## src/rtl/cec_rx_pkg.sv

```systemverilog
package cec_rx_pkg;

  typedef enum logic [2:0] {
    S_IDLE,
    S_START_LOW,
    S_START_HIGH,
    S_BIT,
    S_HOLD
  } rxState_e;

  // Strobes from control to datapath, all single-cycle
  typedef struct packed {
    logic frameStart;  // valid start seen: restart byte count
    logic bitValid;    // a data bit was sampled
    logic bitVal;      // its value
    logic byteDone;    // eighth bit of a byte
    logic frameEnd;    // end of message
    logic frameGood;   // qualifies frameEnd
    logic clrStatus;   // clear-receive seen during hold-off
  } rxStrobe_t;

endpackage

```

## src/rtl/cec_rx_ctrl.sv

```systemverilog
module cec_rx_ctrl
  import cec_rx_pkg::*;
#(
  parameter int START_LOW_MIN = 140,
  parameter int START_LOW_MAX = 156,
  parameter int START_PER_MIN = 172,
  parameter int START_PER_MAX = 188,
  parameter int BIT_PER_MIN   = 82,
  parameter int BIT_PER_MAX   = 110,
  parameter int SAMPLE_AT     = 42,
  parameter int ACK_HOLD      = 60
) (
  input  logic       clk,
  input  logic       rstN,
  input  logic       bitTick,
  input  logic       cecIn,
  input  logic       swReset,
  input  logic       clearRecv,
  input  logic [3:0] logicalAddr,
  input  logic [3:0] hdrDest,
  output rxStrobe_t  strb,
  output logic       cecPullLow
);

  localparam int CNT_W = $clog2(START_PER_MAX + 2);
  localparam logic [CNT_W-1:0] SL_MIN = CNT_W'(START_LOW_MIN);
  localparam logic [CNT_W-1:0] SL_MAX = CNT_W'(START_LOW_MAX);
  localparam logic [CNT_W-1:0] SP_MIN = CNT_W'(START_PER_MIN);
  localparam logic [CNT_W-1:0] SP_MAX = CNT_W'(START_PER_MAX);
  localparam logic [CNT_W-1:0] BP_MIN = CNT_W'(BIT_PER_MIN);
  localparam logic [CNT_W-1:0] BP_MAX = CNT_W'(BIT_PER_MAX);
  localparam logic [CNT_W-1:0] SMP    = CNT_W'(SAMPLE_AT);
  localparam logic [CNT_W-1:0] ACK_T  = CNT_W'(ACK_HOLD);
  localparam logic [3:0] EOM_IDX = 4'd8;
  localparam logic [3:0] ACK_IDX = 4'd9;

  rxState_e         state;
  logic [CNT_W-1:0] cnt;
  logic [3:0]       bitIdx;
  logic             blkZero, lastBlk, ackEn, clrSeen, prevLine;
  logic             fallEdge, riseEdge, sampleNow, finalDone, destOk, ackDest;

  assign fallEdge  = prevLine & ~cecIn;
  assign riseEdge  = ~prevLine & cecIn;
  assign sampleNow = bitTick && (cnt == SMP);
  assign finalDone = (bitIdx == ACK_IDX) && lastBlk && (cnt >= BP_MIN);
  assign ackDest   = (hdrDest == logicalAddr) && (hdrDest != 4'hF);
  assign destOk    = ackDest || (hdrDest == 4'hF);

  assign cecPullLow = (state == S_BIT) && (bitIdx == ACK_IDX) && ackEn && (cnt < ACK_T);

  always_comb begin
    strb = '0;
    unique case (state)
      S_START_HIGH:
        strb.frameStart = fallEdge && (cnt >= SP_MIN) && (cnt <= SP_MAX);
      S_BIT: begin
        if (fallEdge) begin
          strb.frameEnd = (cnt < BP_MIN);
        end else if (finalDone) begin
          strb.frameEnd  = 1'b1;
          strb.frameGood = 1'b1;
        end else if (cnt > BP_MAX) begin
          strb.frameEnd = 1'b1;
        end else if (sampleNow && (bitIdx < EOM_IDX)) begin
          strb.bitValid = 1'b1;
          strb.bitVal   = cecIn;
          strb.byteDone = (bitIdx == 4'd7);
        end
      end
      S_HOLD:  strb.clrStatus = clearRecv;
      default: ;
    endcase
    if (swReset) strb = '0;
  end

  always_ff @(posedge clk or negedge rstN) begin
    if (!rstN) begin
      state    <= S_IDLE;
      cnt      <= '0;
      bitIdx   <= '0;
      blkZero  <= 1'b0;
      lastBlk  <= 1'b0;
      ackEn    <= 1'b0;
      clrSeen  <= 1'b0;
      prevLine <= 1'b1;
    end else begin
      prevLine <= cecIn;
      if (bitTick && (cnt != '1)) cnt <= cnt + 1'b1;
      if (swReset) begin
        state   <= S_IDLE;
        cnt     <= '0;
        ackEn   <= 1'b0;
        clrSeen <= 1'b0;
      end else begin
        unique case (state)
          S_IDLE: if (fallEdge) begin
            state <= S_START_LOW;
            cnt   <= '0;
          end
          S_START_LOW: begin
            if (riseEdge) state <= ((cnt >= SL_MIN) && (cnt <= SL_MAX)) ? S_START_HIGH : S_IDLE;
            else if (cnt > SL_MAX) state <= S_IDLE;
          end
          S_START_HIGH: begin
            if (fallEdge) begin
              cnt <= '0;
              if ((cnt >= SP_MIN) && (cnt <= SP_MAX)) begin
                state   <= S_BIT;
                bitIdx  <= '0;
                blkZero <= 1'b1;
                lastBlk <= 1'b0;
                ackEn   <= 1'b0;
              end else begin
                state <= S_START_LOW;
              end
            end else if (cnt > SP_MAX) begin
              state <= S_IDLE;
            end
          end
          S_BIT: begin
            if (fallEdge) begin
              cnt <= '0;
              if (cnt < BP_MIN) begin
                state   <= S_HOLD;
                clrSeen <= 1'b0;
              end else if (bitIdx == ACK_IDX) begin
                bitIdx  <= '0;
                blkZero <= 1'b0;
              end else begin
                bitIdx <= bitIdx + 1'b1;
              end
            end else if (finalDone || (cnt > BP_MAX)) begin
              state   <= S_HOLD;
              clrSeen <= 1'b0;
            end else if (sampleNow && (bitIdx == EOM_IDX)) begin
              lastBlk <= cecIn;
              if (blkZero) begin
                ackEn <= ackDest;
                if (!destOk) state <= S_IDLE;
              end
            end
          end
          S_HOLD: begin
            if (clearRecv) clrSeen <= 1'b1;
            else if (clrSeen) begin
              state   <= S_IDLE;
              clrSeen <= 1'b0;
            end
          end
          default: state <= S_IDLE;
        endcase
      end
    end
  end

endmodule

```

## src/rtl/cec_rx_dpath.sv

```systemverilog
module cec_rx_dpath
  import cec_rx_pkg::*;
#(
  parameter int NUM_WORDS = 4,
  parameter int WORD_W    = 32
) (
  input  logic                                   clk,
  input  logic                                   rstN,
  input  logic                                   swReset,
  input  rxStrobe_t                              strb,
  input  logic                                   addrWe,
  input  logic [3:0]                             addrIn,
  output logic [3:0]                             logicalAddr,
  output logic [3:0]                             hdrDest,
  output logic [NUM_WORDS*WORD_W-1:0]            rxData,
  output logic [$clog2(NUM_WORDS*WORD_W/8)-1:0]  rxCount,
  output logic                                   rxEom,
  output logic                                   rxGood,
  output logic                                   rxIrq
);

  localparam int BUF_BYTES = NUM_WORDS * WORD_W / 8;
  localparam int SC_W      = $clog2(BUF_BYTES + 1);
  localparam int CO_W      = $clog2(BUF_BYTES);

  logic [7:0]      shiftReg, nextByte;
  logic [SC_W-1:0] storedCnt;

  assign nextByte = {shiftReg[6:0], strb.bitVal};
  assign hdrDest  = shiftReg[3:0];
  assign rxCount  = (storedCnt == '0) ? '0 : CO_W'(storedCnt - 1'b1);

  always_ff @(posedge clk or negedge rstN) begin
    if (!rstN) logicalAddr <= 4'hF;
    else if (addrWe) logicalAddr <= addrIn;
  end

  always_ff @(posedge clk or negedge rstN) begin
    if (!rstN) begin
      shiftReg  <= '0;
      storedCnt <= '0;
      rxEom     <= 1'b0;
      rxGood    <= 1'b0;
      rxIrq     <= 1'b0;
    end else if (swReset) begin
      shiftReg  <= '0;
      storedCnt <= '0;
      rxEom     <= 1'b0;
      rxGood    <= 1'b0;
      rxIrq     <= 1'b0;
    end else begin
      if (strb.bitValid) shiftReg <= nextByte;
      if (strb.frameStart) begin
        storedCnt <= '0;
        rxEom     <= 1'b0;
        rxGood    <= 1'b0;
      end else if (strb.byteDone && (storedCnt != SC_W'(BUF_BYTES))) begin
        storedCnt <= storedCnt + 1'b1;
      end
      if (strb.frameEnd) begin
        rxEom  <= 1'b1;
        rxGood <= strb.frameGood;
        rxIrq  <= 1'b1;
      end else if (strb.clrStatus) begin
        rxIrq <= 1'b0;
      end
    end
  end

  for (genvar g = 0; g < BUF_BYTES; g++) begin : g_slot
    logic [7:0] slot;
    always_ff @(posedge clk or negedge rstN) begin
      if (!rstN) slot <= '0;
      else if (swReset) slot <= '0;
      else if (strb.byteDone && (storedCnt == SC_W'(g))) slot <= nextByte;
    end
    assign rxData[g*8 +: 8] = slot;
  end

endmodule

```

## src/rtl/cec_frame_rx.sv

```systemverilog
module cec_frame_rx
  import cec_rx_pkg::*;
#(
  parameter int NUM_WORDS     = 4,
  parameter int WORD_W        = 32,
  parameter int START_LOW_MIN = 140,
  parameter int START_LOW_MAX = 156,
  parameter int START_PER_MIN = 172,
  parameter int START_PER_MAX = 188,
  parameter int BIT_PER_MIN   = 82,
  parameter int BIT_PER_MAX   = 110,
  parameter int SAMPLE_AT     = 42,
  parameter int ACK_HOLD      = 60
) (
  input  logic                                  clk,
  input  logic                                  rstN,
  input  logic                                  bitTick,
  input  logic                                  cecIn,
  output logic                                  cecPullLow,
  input  logic                                  addrWe,
  input  logic [3:0]                            addrIn,
  input  logic                                  clearRecv,
  input  logic                                  swReset,
  output logic [NUM_WORDS*WORD_W-1:0]           rxData,
  output logic [$clog2(NUM_WORDS*WORD_W/8)-1:0] rxCount,
  output logic                                  rxEom,
  output logic                                  rxGood,
  output logic                                  rxIrq
);

  rxStrobe_t  strb;
  logic [3:0] logicalAddr, hdrDest;

  cec_rx_ctrl #(
    .START_LOW_MIN(START_LOW_MIN), .START_LOW_MAX(START_LOW_MAX),
    .START_PER_MIN(START_PER_MIN), .START_PER_MAX(START_PER_MAX),
    .BIT_PER_MIN(BIT_PER_MIN),     .BIT_PER_MAX(BIT_PER_MAX),
    .SAMPLE_AT(SAMPLE_AT),         .ACK_HOLD(ACK_HOLD)
  ) u_ctrl (
    .clk(clk), .rstN(rstN), .bitTick(bitTick), .cecIn(cecIn),
    .swReset(swReset), .clearRecv(clearRecv),
    .logicalAddr(logicalAddr), .hdrDest(hdrDest),
    .strb(strb), .cecPullLow(cecPullLow)
  );

  cec_rx_dpath #(.NUM_WORDS(NUM_WORDS), .WORD_W(WORD_W)) u_dp (
    .clk(clk), .rstN(rstN), .swReset(swReset), .strb(strb),
    .addrWe(addrWe), .addrIn(addrIn),
    .logicalAddr(logicalAddr), .hdrDest(hdrDest),
    .rxData(rxData), .rxCount(rxCount),
    .rxEom(rxEom), .rxGood(rxGood), .rxIrq(rxIrq)
  );

endmodule

```

## config.mk

```make
export PLATFORM = sky130hd
export DESIGN_NAME = cec_frame_rx
export DESIGN_NICKNAME = d
export VERILOG_FILES = /design/src/rtl/cec_rx_pkg.sv /design/src/rtl/cec_rx_ctrl.sv /design/src/rtl/cec_rx_dpath.sv /design/src/rtl/cec_frame_rx.sv
export SDC_FILE = /design/constraint.sdc
export NUM_CORES = 1
export LEC_CHECK = 0
export CAP_MARGIN = 15
export CORE_ASPECT_RATIO = 1.25
export CORE_MARGIN = 1.5
export CORE_UTILIZATION = 58
export CTS_BUF_LIST = sky130_fd_sc_hd__clkbuf_8
export CTS_CLUSTER_SIZE = 40
export DETAILED_ROUTE_END_ITERATION = 16
export PLACE_DENSITY = 0.88
export SETUP_SLACK_MARGIN = 0.2
export SKIP_LAST_GASP = 1
export SYNTH_ARGS = -nofsm -noshare
export SYNTH_HDL_FRONTEND = slang
export SYNTH_SLANG_ARGS = --single-unit
```

## constraint.sdc

```tcl
create_clock -name clk -period 6.12 [get_ports clk]
set_clock_uncertainty 0.1 [all_clocks]
set_input_delay 1.224 -clock clk [delete_from_list [all_inputs] [get_ports clk]]
set_output_delay 1.224 -clock clk [all_outputs]
set_load 0.005 [all_outputs]
```

==> results of run 1 <==
kinds of logic after synthesis:
logic type	count (synthesis)	share of synthesized area [%]
mux	130	16.8
fa+ha+maj	12	1.93
flops	167	53.7
compound gates	61	5.11
xor+xnor	12	1.35
buf+inv	65	3.52
simple gates	278	17.6
routing by layer:
metal,vias to the layer above,share of wire [%]
met5,-,0
met4,0,1.8
met3,35,6.6
met2,259,51
met1,3008,40
li1,2728,-
final timing paths:
check | endpoint | slack, ns | depth (start not counted)
worst max-delay path | u_dp.g_slot[1].slot[5] | 1.94 | 6
min in group asynchronous | u_dp.g_slot[1].slot[4] | 0.78 | 1
worst min register to register | u_dp.rxEom | 0.39 | 2
worst max register to register | u_dp.g_slot[1].slot[5] | 2.46 | 7
max in group asynchronous | u_dp.g_slot[7].slot[2] | 3.86 | 2
worst min-delay path | u_dp.rxEom | 0.39 | 2
flip-flops by register name, indices dropped and copies added (netlist names), 3 cells and up:
signal	flops
u_dp.storedCnt	5
u_ctrl.state	3
u_dp.shiftReg	7
u_dp.g_slot.slot	128
u_ctrl.cnt	8
u_ctrl.bitIdx	4
u_dp.logicalAddr	4
metrics by stage:
stage          cells  power [mW]  instance area, sq um
2_1_floorplan    725        1.19                  7790
3_3_place_gp     989        1.23                  9240
3_5_place_dp     989        1.23                  9240
4_1_cts         1021        1.95                  9600
5_1_grt         1022        2.02                  9620
6_report        1022        1.95                  9620
power by group:
group | switching (mW) | internal, mW | total [mW] | leakage (nW)
logic | 0.0596 | 0.0264 | 0.0860 | 2.30
clock network | 0.421 | 0.323 | 0.744 | 0.181
registers | 0.00991 | 1.11 | 1.12 | 2.30
total | 0.491 | 1.46 | 1.95 | 4.78
worst min-delay path, cell delays in order, from the launching register on:
cell                      delay (ns)
sky130_fd_sc_hd__dfrtp_1        0.35
sky130_fd_sc_hd__nand2_1        0.04
sky130_fd_sc_hd__o21ai_0        0.06
area by class of cell:
| class | instances | share of cell area (%) |
|---|---|---|
| Clock buffer | 17 | 2.43 |
| Tap cell | 171 | 2.22 |
| Sequential cell | 167 | 43.5 |
| Timing Repair Buffer | 149 | 15.5 |
| Clock inverter | 15 | 1.35 |
| Inverter | 10 | 0.390 |
| Multi-Input combinational cell | 493 | 34.6 |
placed cells by master, fill, tap and decap left out, drive strengths merged, types with 4 or more instances in the layout:
cell type / netlist / final
nor2: 59 / 59
clkinvlp: 0 / 5
xnor2: 9 / 9
nand4: 12 / 12
nand3: 40 / 40
and3: 4 / 4
dfrtp: 162 / 162
nand2: 118 / 118
nor4: 5 / 5
clkbuf: 42 / 17
inv: 9 / 17
o21a: 4 / 4
o211ai: 5 / 5
mux2i: 125 / 125
a21oi: 11 / 11
nor2b: 4 / 4
nor3: 6 / 6
dfstp: 5 / 5
nand4b: 9 / 9
o21ai: 21 / 21
mux2: 5 / 5
clkdlybuf4s50: 0 / 144
nand2b: 5 / 5
ha: 12 / 12
buf: 13 / 5
nand3b: 4 / 4
==> reports/results.md, run 1 <==
| Step | Parameter | Reported |
| --- | --- | --- |
| status | Outcome | complete, no violations |
| clock tree | Clock latency on the worst-skew pair | 0.46 ns |
| logic synthesis | Number of enable-type register cells in the synthesized netlist | 0 |
| global route | Total Routing Usage GR | 29.3% |
| logic synthesis | Synth area leader | sky130_fd_sc_hd__dfrtp_1 |
| sta | Hold Fails Final Rpt | 0 |
| route | DR iter-0 viols | 420 |
| global route | Grt met3 use | 6.80% |
| placed design | Total half-perimeter wirelength after legalization and detailed placement | 13,500 um |
| global route | Via count of the first global-routing pass | 6,268 |
| floorplan | Width of the die | 107 um |
| min path | Class of the tightest hold or removal check | register to register |
| worst setup path | Crit path max fanout | 14 |
| worst setup path | Source of the worst register-to-register timing path | u_ctrl.cnt[0] |
| route | Total number of vias | 6,030 |
| logic synthesis | Ranking of synthesized cells by area | sky130_fd_sc_hd__dfrtp_1 52%, sky130_fd_sc_hd__mux2i_1 16%, sky130_fd_sc_hd__nand2_1 5.7%, sky130_fd_sc_hd__nor2_1 2.8%, sky130_fd_sc_hd__nand3_1 2.6% |
| sta | Setup repair after global routing missed its margin | false |
| route | Sum of routed wire length over all layers | 19,800 um |
| sta | Worst-margin pin slew | 1.12 ns |
| logic synthesis | Share of synthesized area occupied by flip-flops and latches | 53.7% |
| min path | Hold Crit Start | u_dp.rxEom |
| logic synthesis | Count leader, synth | sky130_fd_sc_hd__dfrtp_1 |
| sta | Worst rel slew slack | 24.8% |
| worst setup path | Crit path buffers/inverters | 1 |
| logic synthesis | Warnings from Yosys | 0 |
| final layout | Footprint of the flip-flops and latches | 4190 sq um |
| route | Routed WL per cell | 19.3 um |
| clock tree | Count of hold-fix buffers inserted at cts | 0 |
| logic synthesis | Dominant synthesized flop cell | sky130_fd_sc_hd__dfrtp_1 |
| floorplan | IO Count | 147 |
| global route | Pin count of the biggest net entering global routing | 112 |
| clock tree | CTS clk-pin slew, worst paths | 0.09 ns |
| final layout | Share of final-layout standard cells stronger than drive strength 1 | 6.70% |
| worst setup path | Master of the slowest instance on the critical path | sky130_fd_sc_hd__and2_1 |
| worst setup path | Crit path kind | input pin to register |
| pwr | LEAKAGE | 4.78 nW |
| logic synthesis | Unique cell type count in the Yosys netlist | 58 |
| pwr | Total power divided by cell area | 203 nW/um^2 |
| sta | Final cycle utilization of the critical path | 68.2% |
| sta | Summed negative setup slack over all endpoints | 0 ns |
| placed design | Worst setup slack before clock tree synthesis | 1.51 ns |
| final layout | Inserted Diodes | 0 |
| clock tree | CTS Buf Count | 17 |
| worst setup path | Cells along the critical path | clkdlybuf4s50_1 -> nor2b_1 -> nor4_2 -> and2_1 -> nand4b_1 -> mux2i_1 |
| worst setup path | Delay of the slowest cell on the worst path | 0.73 ns |
| final layout | Final Net Count | 861 |
| route | Post-detailed-route via-to-cell ratio | 5.90 |
| logic synthesis | Mapped Nets | 748 |
| floorplan | Height of the chip | 133 um |
| clock tree | Root Driver | sky130_fd_sc_hd__clkbuf_8 |
| floorplan | Number of placement rows | 47 |
| logic synthesis | Area share of the leading cell type in the synthesized netlist | 52.1% |
| logic synthesis | Flip-flop and latch count after synthesis | 167 |
| clock tree | Number of buffers between clock root and the deepest sink | 2 |
| worst setup path | Critical Path AT | 4.44 ns |
| route | Final routed DRC violation total | 0 |
| logic synthesis | Synthesized instance count | 725 |
| clock tree | Post-CTS sizing | 0 |
| floorplan | Core area | 13,200 sq um |
| placed design | RePlAce Congestion | 0.887 |
| sta | Final hold slack | 0.391 ns |
| placed design | Port buffer count | 146 |
| global route | Global route overflow | 0 |
| clock tree | CTS tree | built |
| pwr | Peak VDD IR | 0.123 mV |
| sta | Fmax achieved | 239 MHz |
| worst setup path | Required time at the endpoint of the critical path | 6.39 ns |
| logic synthesis | Cell Area, Synth | 7790 sq um |
| sta | Period minus WS final | 4.18 ns |
| worst setup path | Crit path max-delay family | simple AND/OR/NAND/NOR gates |
| final layout | Fillcell total | 924 |
| final layout | Area grow syn2layout | 23.6% |
| sta | Max-slew violation count | 0 |
| route | Pre-antenna DRT Iters | 6 |
| logic synthesis | Asr flop ratio synth | 100% |
| logic synthesis | Most instantiated cells after synthesis | 162 x sky130_fd_sc_hd__dfrtp_1, 125 x sky130_fd_sc_hd__mux2i_1, 118 x sky130_fd_sc_hd__nand2_1, 59 x sky130_fd_sc_hd__nor2_1, 42 x sky130_fd_sc_hd__clkbuf_1 |
| logic synthesis | Mean instance size in the synthesized netlist | 10.7 sq um |
| global route | Number of antenna violations at the first check in global routing | 0 |
| worst setup path | Endpoint kind of the worst setup timing path | register |
| sta | Total of endpoints with negative setup slack in the final report | 0 |
| route | Detail Route Antenna Nets | 0 |
| clock tree | Number of sinks driven by the clock tree | 167 |
| floorplan | Initial core utilization | 59.1% |
| global route | M1 GR Usage | 38.1% |
| job | Number of max-capacitance violations reported | 0 |
| clock tree | Number of buffers added for setup after CTS | 0 |
| global route | Layer with the highest usage after global routing | met2 |
| final layout | Final core utilization | 73.0% |
| clock tree | H-Tree Depth | 4 |
| global route | Routing usage on met2 | 48.1% |
| sta | Fin worst setup slack | 1.94 ns |
| global route | Wire length of the first global-routing pass | 32,300 um |
| worst setup path | Critical Path Start | cecIn |
| worst setup path | Crit path launch type | input pin |
| floorplan | Die outline area | 14,100 sq um |
| final layout | Multi-input gate area | 3330 sq um |
No activity file was read; power rests on OpenSTA's default activity.
==> inputs of run 2 (changes only) <==
--- a/config.mk
+++ b/config.mk
@@ -8,11 +8,11 @@
 export CAP_MARGIN = 15
 export CORE_ASPECT_RATIO = 1.25
 export CORE_MARGIN = 1.5
-export CORE_UTILIZATION = 58
+export CORE_UTILIZATION = 49
 export CTS_BUF_LIST = sky130_fd_sc_hd__clkbuf_8
 export CTS_CLUSTER_SIZE = 40
 export DETAILED_ROUTE_END_ITERATION = 16
-export PLACE_DENSITY = 0.88
+export PLACE_DENSITY = 0.79
 export SETUP_SLACK_MARGIN = 0.2
 export SKIP_LAST_GASP = 1
 export SYNTH_ARGS = -nofsm -noshare
==> constraint.sdc (replaced) <==
create_clock -name clk -period 3.44 [get_ports clk]
set_clock_uncertainty 0.1 [all_clocks]
set_input_delay 0.688 -clock clk [delete_from_list [all_inputs] [get_ports clk]]
set_output_delay 0.688 -clock clk [all_outputs]
set_load 0.005 [all_outputs]
==> reports/results.md, run 2 (same netlist as run 1, synthesis figures left out) <==
| Step | Parameter | Reported | Delta |
| --- | --- | --- | --- |
| sta | Final hold slack | 0.123 ns | was 0.391 ns |
| placed design | Total half-perimeter wirelength after legalization and detailed placement | 13,000 um | was 13,500 um |
| pwr | Sw Share | 23.2% | was 25.2% |
| sta | Hold Fails Final Rpt | 0 | unchanged |
| floorplan | Die outline area | 16,700 sq um | was 14,100 sq um |
| clock tree | Root Driver | sky130_fd_sc_hd__clkbuf_8 | unchanged |
| route | Detail Route Antenna Nets | 0 | unchanged |
| clock tree | Number of buffers between clock root and the deepest sink | 2 | unchanged |
| worst setup path | Endpoint kind of the worst setup timing path | output pin | was register |
| pwr | Peak VDD IR | 0.215 mV | was 0.123 mV |
| final layout | Final Net Count | 878 | was 861 |
| worst setup path | Crit path max fanout | 8 | was 14 |
| final layout | Fillcell total | 1,299 | was 924 |
| sta | Total of endpoints with negative setup slack in the final report | 0 | unchanged |
| clock tree | Clock latency on the worst-skew pair | 0.45 ns | was 0.46 ns |
| pwr | Power share of the clock group | 40.1% | was 38.1% |
| clock tree | CTS tree | built | unchanged |
| sta | Summed negative setup slack over all endpoints | 0 ns | unchanged |
| sta | Period minus WS final | 3.10 ns |  |
| global route | Total Routing Usage GR | 24.1% | was 29.3% |
| final layout | Most common cell after layout, fill and taps aside | sky130_fd_sc_hd__dfrtp_1 | unchanged |
| placed design | Placed instance count | 1,048 | was 989 |
| pwr | Internal power consumption | 2.76 mW | was 1.46 mW |
| status | Outcome | complete, no violations | unchanged |
| final layout | Share of final-layout standard cells stronger than drive strength 1 | 8.76% | was 6.70% |
| global route | Number of antenna violations at the first check in global routing | 0 | unchanged |
| clock tree | Number of buffers added for setup after CTS | 0 | unchanged |
| route | Sum of routed wire length over all layers | 19,100 um | was 19,800 um |
| clock tree | H-Tree Depth | 4 | unchanged |
| placed design | RePlAce Congestion | 0.882 | was 0.887 |
| floorplan | Initial core utilization | 50.0% | was 59.1% |
| global route | Global route overflow | 0 | unchanged |
| pwr | Share of power burned in combinational logic | 4.4% | about the same |
| worst setup path | Crit path launch type | register | was input pin |
| final layout | Footprint of the flip-flops and latches | 4190 sq um | about the same |
| route | Post-detailed-route via-to-cell ratio | 5.44 | was 5.90 |
| sta | Worst-margin pin slew | 0.819 ns | was 1.12 ns |
| pwr | Relative contribution of sequential cells to total power | 55.5% | was 57.5% |
| route | Total number of vias | 5,877 | was 6,030 |
| route | Pre-antenna DRT Iters | 5 | was 6 |
| sta | Worst rel slew slack | 45.1% | was 24.8% |
| floorplan | Width of the die | 116 um | was 107 um |
| clock tree | Number of sinks driven by the clock tree | 167 | unchanged |
| worst setup path | Required time at the endpoint of the critical path | 2.65 ns | was 6.39 ns |
| global route | Pin count of the biggest net entering global routing | 70 | was 112 |
| sta | Final cycle utilization of the critical path | 90.0% |  |
| job | Number of max-capacitance violations reported | 0 | unchanged |
| clock tree | Count of hold-fix buffers inserted at cts | 0 | unchanged |
| pwr | Total power divided by cell area | 364 nW/um^2 | was 203 nW/um^2 |
| route | Final routed DRC violation total | 0 | unchanged |
| worst setup path | Critical Path AT | 2.31 ns | was 4.44 ns |
| final layout | Multi-input gate area | 3340 sq um | was 3330 sq um |
| final layout | Non-filler cells, final | 1,080 | was 1,022 |
| sta | Setup repair after global routing missed its margin | false | unchanged |
| floorplan | IO Count | 147 | unchanged |
| global route | Wire length of the first global-routing pass | 30,900 um | was 32,300 um |
| final layout | Highest-count cells in the layout ignoring fill and taps | 161 x sky130_fd_sc_hd__dfrtp_1, 144 x sky130_fd_sc_hd__clkdlybuf4s50_1, 125 x sky130_fd_sc_hd__mux2i_1, 118 x sky130_fd_sc_hd__nand2_1, 59 x sky130_fd_sc_hd__nor2_1 | was 162 x sky130_fd_sc_hd__dfrtp_1, 144 x sky130_fd_sc_hd__clkdlybuf4s50_1, 125 x sky130_fd_sc_hd__mux2i_1, 118 x sky130_fd_sc_hd__nand2_1, 59 x sky130_fd_sc_hd__nor2_1 |
| floorplan | Height of the chip | 144 um | was 133 um |
| sta | Max-slew violation count | 0 | unchanged |
| placed design | Port buffer count | 146 | unchanged |
| final layout | Largest Register | u_dp.g_slot.slot | unchanged |
| clock tree | Post-CTS sizing | 1 | was 0 |
| pwr | Switching power summed over all nets | 0.832 mW | was 0.491 mW |
| clock tree | CTS Buf Count | 17 | unchanged |
| global route | Via count of the first global-routing pass | 5,854 | was 6,268 |
| route | Routed WL per cell | 17.7 um | was 19.3 um |
| floorplan | Core area | 15,600 sq um | was 13,200 sq um |
| clock tree | CTS clk-pin slew, worst paths | 0.09 ns | about the same |
| route | DR iter-0 viols | 460 | was 420 |
| worst setup path | Crit path kind | register to output pin | was input pin to register |
| min path | Class of the tightest hold or removal check | input pin to asynchronous set/reset pin | was register to register |
| pwr | LEAKAGE | 4.90 nW | was 4.78 nW |
| final layout | Top Registers | u_dp.g_slot.slot (128), u_ctrl.cnt (8), u_dp.shiftReg (7) | unchanged |
| final layout | Area grow syn2layout | 26.5% | was 23.6% |
| floorplan | Number of placement rows | 51 | was 47 |
| final layout | Inserted Diodes | 0 | unchanged |
| final layout | Largest register FFs | 128 | unchanged |
| sta | Fmax achieved | 323 MHz |  |
-- run 2: cell types whose count changed in the layout (fill, tap and decap cells not counted), sizes merged --
cell / before / now
buf: 5 / 22
clkinvlp: 5 / 1
clkinv: 2 / 6
clkbuf: 17 / 18
bufinv: 1 / 3
inv: 17 / 14
-- run 2: routing by layer --
| layer | GRT usage (%) | routed length [um] | up-vias |
|---|---|---|---|
| met5 | 0 | 0 | - |
| met4 | 7.83 | 307 | 0 |
| met3 | 4.64 | 1050 | 21 |
| met2 | 39.6 | 9620 | 210 |
| met1 | 32.3 | 8110 | 2883 |
| li1 | - | - | 2763 |
-- run 2: power groups by stage --
| stage | Combinational [mW] | Sequential (mW) | Clock [mW] |
|---|---|---|---|
| after floorplan | 0.0895 | 2.02 | 0 |
| after global placement | 0.157 | 2.03 | 0 |
| after detailed placement | 0.160 | 2.03 | 0 |
| after CTS | 0.160 | 1.99 | 1.47 |
| after global routing | 0.180 | 2.00 | 1.56 |
| final | 0.157 | 1.99 | 1.44 |
-- run 2: stage by stage --
| stage | worst slack [ns] | cell area [sq um] | power, mW | utilization [%] |
|---|---|---|---|---|
| 3_5_place_dp | 0.122 | 9440 | 2.19 | 60.6 |
| 3_3_place_gp | 0.244 | 9440 | 2.19 | 60.6 |
| 2_1_floorplan | 1.04 | 7790 | 2.11 | - |
| 6_report | 0.344 | 9850 | 3.59 | 63.3 |
| 4_1_cts | 0.244 | 9850 | 3.62 | 63.2 |
| 5_1_grt | 0.221 | 9850 | 3.73 | 63.3 |
-- run 2: area by class of cell --
| type | instances | share of cell area, % |
|---|---|---|
| inverter | 10 | 0.394 |
| timing repair buffer | 166 | 16.4 |
| sequential | 167 | 42.5 |
| multi-input combinational | 493 | 33.9 |
| clock inverter | 14 | 1.61 |
| clock buffer | 18 | 2.51 |
| tap | 212 | 2.69 |
-- run 2: path summary, 6_finish.rpt --
kind | start | to | slack, ns | depth (start not counted)
worst max-delay path | u_dp.storedCnt[0] | rxCount[1] | 0.34 | 6
worst min-delay path | rstN | u_dp.g_slot[7].slot[2] | 0.12 | 1
worst max register to register | u_ctrl.cnt[0] | u_dp.g_slot[5].slot[5] | 0.53 | 7
worst min register to register | u_dp.rxEom | u_dp.rxEom | 0.39 | 2
max in group asynchronous | rstN | u_dp.g_slot[15].slot[4] | 2.27 | 2
min in group clk | u_dp.rxEom | u_dp.rxEom | 0.39 | 2
-- run 2: critical path, cell delays in order, from the launching register on --
cell	delay (ns)
sky130_fd_sc_hd__dfrtp_2	0.46
sky130_fd_sc_hd__inv_1	0.13
sky130_fd_sc_hd__ha_1	0.21
sky130_fd_sc_hd__nor3b_1	0.27
sky130_fd_sc_hd__nor2b_4	0.25
sky130_fd_sc_hd__nor2_1	0.09
sky130_fd_sc_hd__clkdlybuf4s50_1	0.45
==> inputs of run 3 (changes only) <==
--- a/config.mk
+++ b/config.mk
@@ -6,13 +6,15 @@
 export NUM_CORES = 1
 export LEC_CHECK = 0
 export CAP_MARGIN = 15
+export CELL_PAD_IN_SITES_DETAIL_PLACEMENT = 0
+export CELL_PAD_IN_SITES_GLOBAL_PLACEMENT = 1
 export CORE_ASPECT_RATIO = 1.25
 export CORE_MARGIN = 1.5
-export CORE_UTILIZATION = 49
+export CORE_UTILIZATION = 38
 export CTS_BUF_LIST = sky130_fd_sc_hd__clkbuf_8
 export CTS_CLUSTER_SIZE = 40
 export DETAILED_ROUTE_END_ITERATION = 16
-export PLACE_DENSITY = 0.79
+export PLACE_DENSITY_LB_ADDON = 0.1
 export SETUP_SLACK_MARGIN = 0.2
 export SKIP_LAST_GASP = 1
 export SYNTH_ARGS = -nofsm -noshare
==> reports/results.md, run 3 (same netlist as run 1, synthesis figures left out) <==
| Step | Parameter | Reported | Delta |
| --- | --- | --- | --- |
| final layout | Share of final-layout standard cells stronger than drive strength 1 | 10.1% | was 8.76% |
| min path | Class of the tightest hold or removal check | input pin to asynchronous set/reset pin | unchanged |
| clock tree | CTS clk-pin slew, worst paths | 0.10 ns | was 0.09 ns |
| placed design | RePlAce Congestion | 0.867 | was 0.882 |
| final layout | Area grow syn2layout | 28.5% | was 26.5% |
| clock tree | Number of sinks driven by the clock tree | 167 | unchanged |
| floorplan | Number of placement rows | 58 | was 51 |
| pwr | LEAKAGE | 4.93 nW | was 4.90 nW |
| worst setup path | Endpoint kind of the worst setup timing path | output pin | unchanged |
| worst setup path | Critical Path AT | 2.33 ns | was 2.31 ns |
| final layout | Inserted Diodes | 0 | unchanged |
| worst setup path | Critical Path Start | u_dp.storedCnt[0] | unchanged |
| worst setup path | Required time at the endpoint of the critical path | 2.65 ns | about the same |
| final layout | Final Net Count | 889 | was 878 |
| floorplan | Initial core utilization | 38.7% | was 50.0% |
| final layout | Non-filler cells, final | 1,149 | was 1,080 |
| sta | Max-slew violation count | 0 | unchanged |
| final layout | Fillcell total | 1,838 | was 1,299 |
| pwr | Total power divided by cell area | 355 nW/um^2 | was 364 nW/um^2 |
| global route | Global route overflow | 0 | unchanged |
| sta | Fmax achieved | 321 MHz | was 323 MHz |
| route | Pre-antenna DRT Iters | 5 | unchanged |
| floorplan | IO Count | 147 | unchanged |
| final layout | Largest register FFs | 128 | unchanged |
| global route | Wire length of the first global-routing pass | 33,100 um | was 30,900 um |
| sta | Worst-margin pin slew | 0.859 ns | was 0.819 ns |
| clock tree | H-Tree Depth | 4 | unchanged |
| route | Routed WL per cell | 18.1 um | was 17.7 um |
| sta | Final hold slack | 0.163 ns | was 0.123 ns |
| route | DR iter-0 viols | 391 | was 460 |
| pwr | Sw Share | 25.8% | was 23.2% |
| placed design | Placed instance count | 1,117 | was 1,048 |
| worst setup path | Crit path kind | register to output pin | unchanged |
| pwr | Share of power burned in combinational logic | 4.6% | was 4.4% |
| clock tree | Count of hold-fix buffers inserted at cts | 0 | unchanged |
| worst setup path | Crit path launch type | register | unchanged |
| route | Total number of vias | 5,912 | was 5,877 |
| floorplan | Width of the die | 131 um | was 116 um |
| pwr | Relative contribution of sequential cells to total power | 56.1% | was 55.5% |
| pwr | Switching power summed over all nets | 0.917 mW | was 0.832 mW |
| sta | Hold Fails Final Rpt | 0 | unchanged |
| sta | Worst rel slew slack | 42.0% | was 45.1% |
| final layout | Final core utilization | 49.8% | was 63.3% |
| worst setup path | Master of the slowest instance on the critical path | sky130_fd_sc_hd__clkdlybuf4s50_1 | was sky130_fd_sc_hd__dfrtp_2 |
| global route | Via count of the first global-routing pass | 6,027 | was 5,854 |
| route | Post-detailed-route via-to-cell ratio | 5.15 | was 5.44 |
| worst setup path | Cells along the critical path | inv_1 -> ha_1 -> nor3b_2 -> nor2b_4 -> nor2_1 -> clkdlybuf4s50_1 | was inv_1 -> ha_1 -> nor3b_1 -> nor2b_4 -> nor2_1 -> clkdlybuf4s50_1 |
| clock tree | CTS Buf Count | 17 | unchanged |
| final layout | Most common cell after layout, fill and taps aside | sky130_fd_sc_hd__dfrtp_1 | unchanged |
| sta | Summed negative setup slack over all endpoints | 0 ns | unchanged |
| route | Final routed DRC violation total | 0 | unchanged |
| worst setup path | Crit path max fanout | 8 | unchanged |
| floorplan | Core area | 20,100 sq um | was 15,600 sq um |
| clock tree | Clock latency on the worst-skew pair | 0.46 ns | was 0.45 ns |
| global route | Total Routing Usage GR | 20.3% | was 24.1% |
| final layout | Highest-count cells in the layout ignoring fill and taps | 162 x sky130_fd_sc_hd__dfrtp_1, 144 x sky130_fd_sc_hd__clkdlybuf4s50_1, 125 x sky130_fd_sc_hd__mux2i_1, 118 x sky130_fd_sc_hd__nand2_1, 59 x sky130_fd_sc_hd__nor2_1 | was 161 x sky130_fd_sc_hd__dfrtp_1, 144 x sky130_fd_sc_hd__clkdlybuf4s50_1, 125 x sky130_fd_sc_hd__mux2i_1, 118 x sky130_fd_sc_hd__nand2_1, 59 x sky130_fd_sc_hd__nor2_1 |
| clock tree | Root Driver | sky130_fd_sc_hd__clkbuf_8 | unchanged |
| worst setup path | Crit path max-delay family | buffers and inverters | was simple AND/OR/NAND/NOR gates |
| route | Detail Route Antenna Nets | 0 | unchanged |
| job | Number of max-capacitance violations reported | 0 | unchanged |
| worst setup path | Crit path buffers/inverters | 2 | unchanged |
| clock tree | Number of buffers between clock root and the deepest sink | 2 | unchanged |
| placed design | Total half-perimeter wirelength after legalization and detailed placement | 14,300 um | was 13,000 um |
| sta | Period minus WS final | 3.12 ns | was 3.10 ns |
| sta | Setup repair after global routing missed its margin | true | was false |
| worst setup path | Delay of the slowest cell on the worst path | 0.54 ns | was 0.46 ns |
| pwr | Internal power consumption | 2.64 mW | was 2.76 mW |
| placed design | Dpl cell area | 9610 sq um | was 9440 sq um |
| status | Outcome | complete, no violations | unchanged |
| pwr | Power share of the clock group | 39.3% | was 40.1% |
| floorplan | Die outline area | 21,400 sq um | was 16,700 sq um |
| final layout | Top Registers | u_dp.g_slot.slot (128), u_ctrl.cnt (8), u_dp.shiftReg (7) | unchanged |
| clock tree | CTS tree | built | unchanged |
| global route | Pin count of the biggest net entering global routing | 89 | was 70 |
| final layout | Finished Cell Area | 10,000 sq um | was 9850 sq um |
| sta | Total of endpoints with negative setup slack in the final report | 0 | unchanged |
| floorplan | Height of the chip | 163 um | was 144 um |
| pwr | Peak VDD IR | 0.192 mV | was 0.215 mV |
| global route | Number of antenna violations at the first check in global routing | 0 | unchanged |
| final layout | Largest Register | u_dp.g_slot.slot | unchanged |
| placed design | Port buffer count | 146 | unchanged |
| sta | Final cycle utilization of the critical path | 90.6% | was 90.0% |
| worst setup path | Source of the worst register-to-register timing path | u_ctrl.cnt[0] | unchanged |
| route | Sum of routed wire length over all layers | 20,800 um | was 19,100 um |
## run 3: cell types whose count changed in the layout (fill, tap and decap cells not counted), moves of 2 or more
cell                         delta
sky130_fd_sc_hd__inv_1          -2
sky130_fd_sc_hd__clkinvlp_4     +3
sky130_fd_sc_hd__clkinv_2       -3
sky130_fd_sc_hd__buf_4         +10
sky130_fd_sc_hd__bufinv_16      -2
## run 3: timing repair
item                                    4_1_cts  5_1_grt
buffers inserted                              0        0
endpoints found under the setup margin        1        3
hold endpoints to repair                      0        0
gates resized for setup                       1        2
## run 3: through the flow
| stage | power, mW | setup slack (ns) |
|---|---|---|
| final | 3.55 | 0.325 |
| after CTS | 3.59 | 0.237 |
| after global placement | 2.20 | 0.487 |
| after global routing | 3.70 | 0.193 |
| after floorplan | 2.11 | 1.04 |
| after detailed placement | 2.20 | 0.399 |
## run 3: power groups by stage
stage	Sequential (mW)	Combinational (mW)	Clock (mW)
final	1.99	0.164	1.40
after global placement	2.03	0.163	0
after floorplan	2.02	0.0895	0
after global routing	2.00	0.184	1.52
after CTS	1.99	0.168	1.43
after detailed placement	2.03	0.168	0
## run 3: layer usage
| metal | track usage [%] | part of all wire, % | wire length, um | up-vias |
|---|---|---|---|---|
| met3 | 3.01 | 4.3 | 891 | 28 |
| met2 | 34.3 | 51 | 10500 | 163 |
| li1 | - | - | - | 2784 |
| met4 | 7.34 | 1.8 | 376 | 0 |
| met5 | 0 | 0 | 0 | - |
| met1 | 26.4 | 43 | 9000 | 2937 |
## run 3: final timing paths
kind | to | slack [ns] | cells after the start
worst max-delay path | rxCount[2] | 0.32 | 6
worst min-delay path | u_dp.g_slot[2].slot[1] | 0.16 | 1
worst max register to register | u_dp.g_slot[9].slot[5] | 0.79 | 8
worst min register to register | u_dp.rxEom | 0.40 | 2
max in group asynchronous | u_dp.logicalAddr[3] | 2.25 | 2
min in group clk | u_dp.rxEom | 0.40 | 2
## run 3: final cells by class
class | count | area (sq um) | area share [%]
Multi-Input combinational cell | 493 | 3340 | 33.4
Clock buffer | 18 | 248 | 2.48
Sequential cell | 167 | 4190 | 41.8
Tap cell | 270 | 338 | 3.38
Timing Repair Buffer | 177 | 1720 | 17.1
Inverter | 10 | 38.8 | 0.387
Clock inverter | 14 | 144 | 1.44
## run 3: worst reg2reg max path, stage by stage (launching register included)
cell                      delay (ns)
sky130_fd_sc_hd__dfrtp_1        0.46
sky130_fd_sc_hd__inv_1          0.11
sky130_fd_sc_hd__ha_1           0.13
sky130_fd_sc_hd__or4b_4         0.49
sky130_fd_sc_hd__nor3_4         0.14
sky130_fd_sc_hd__and2_1         0.24
sky130_fd_sc_hd__buf_4          0.25
sky130_fd_sc_hd__nand4_2        0.34
sky130_fd_sc_hd__mux2i_1        0.30
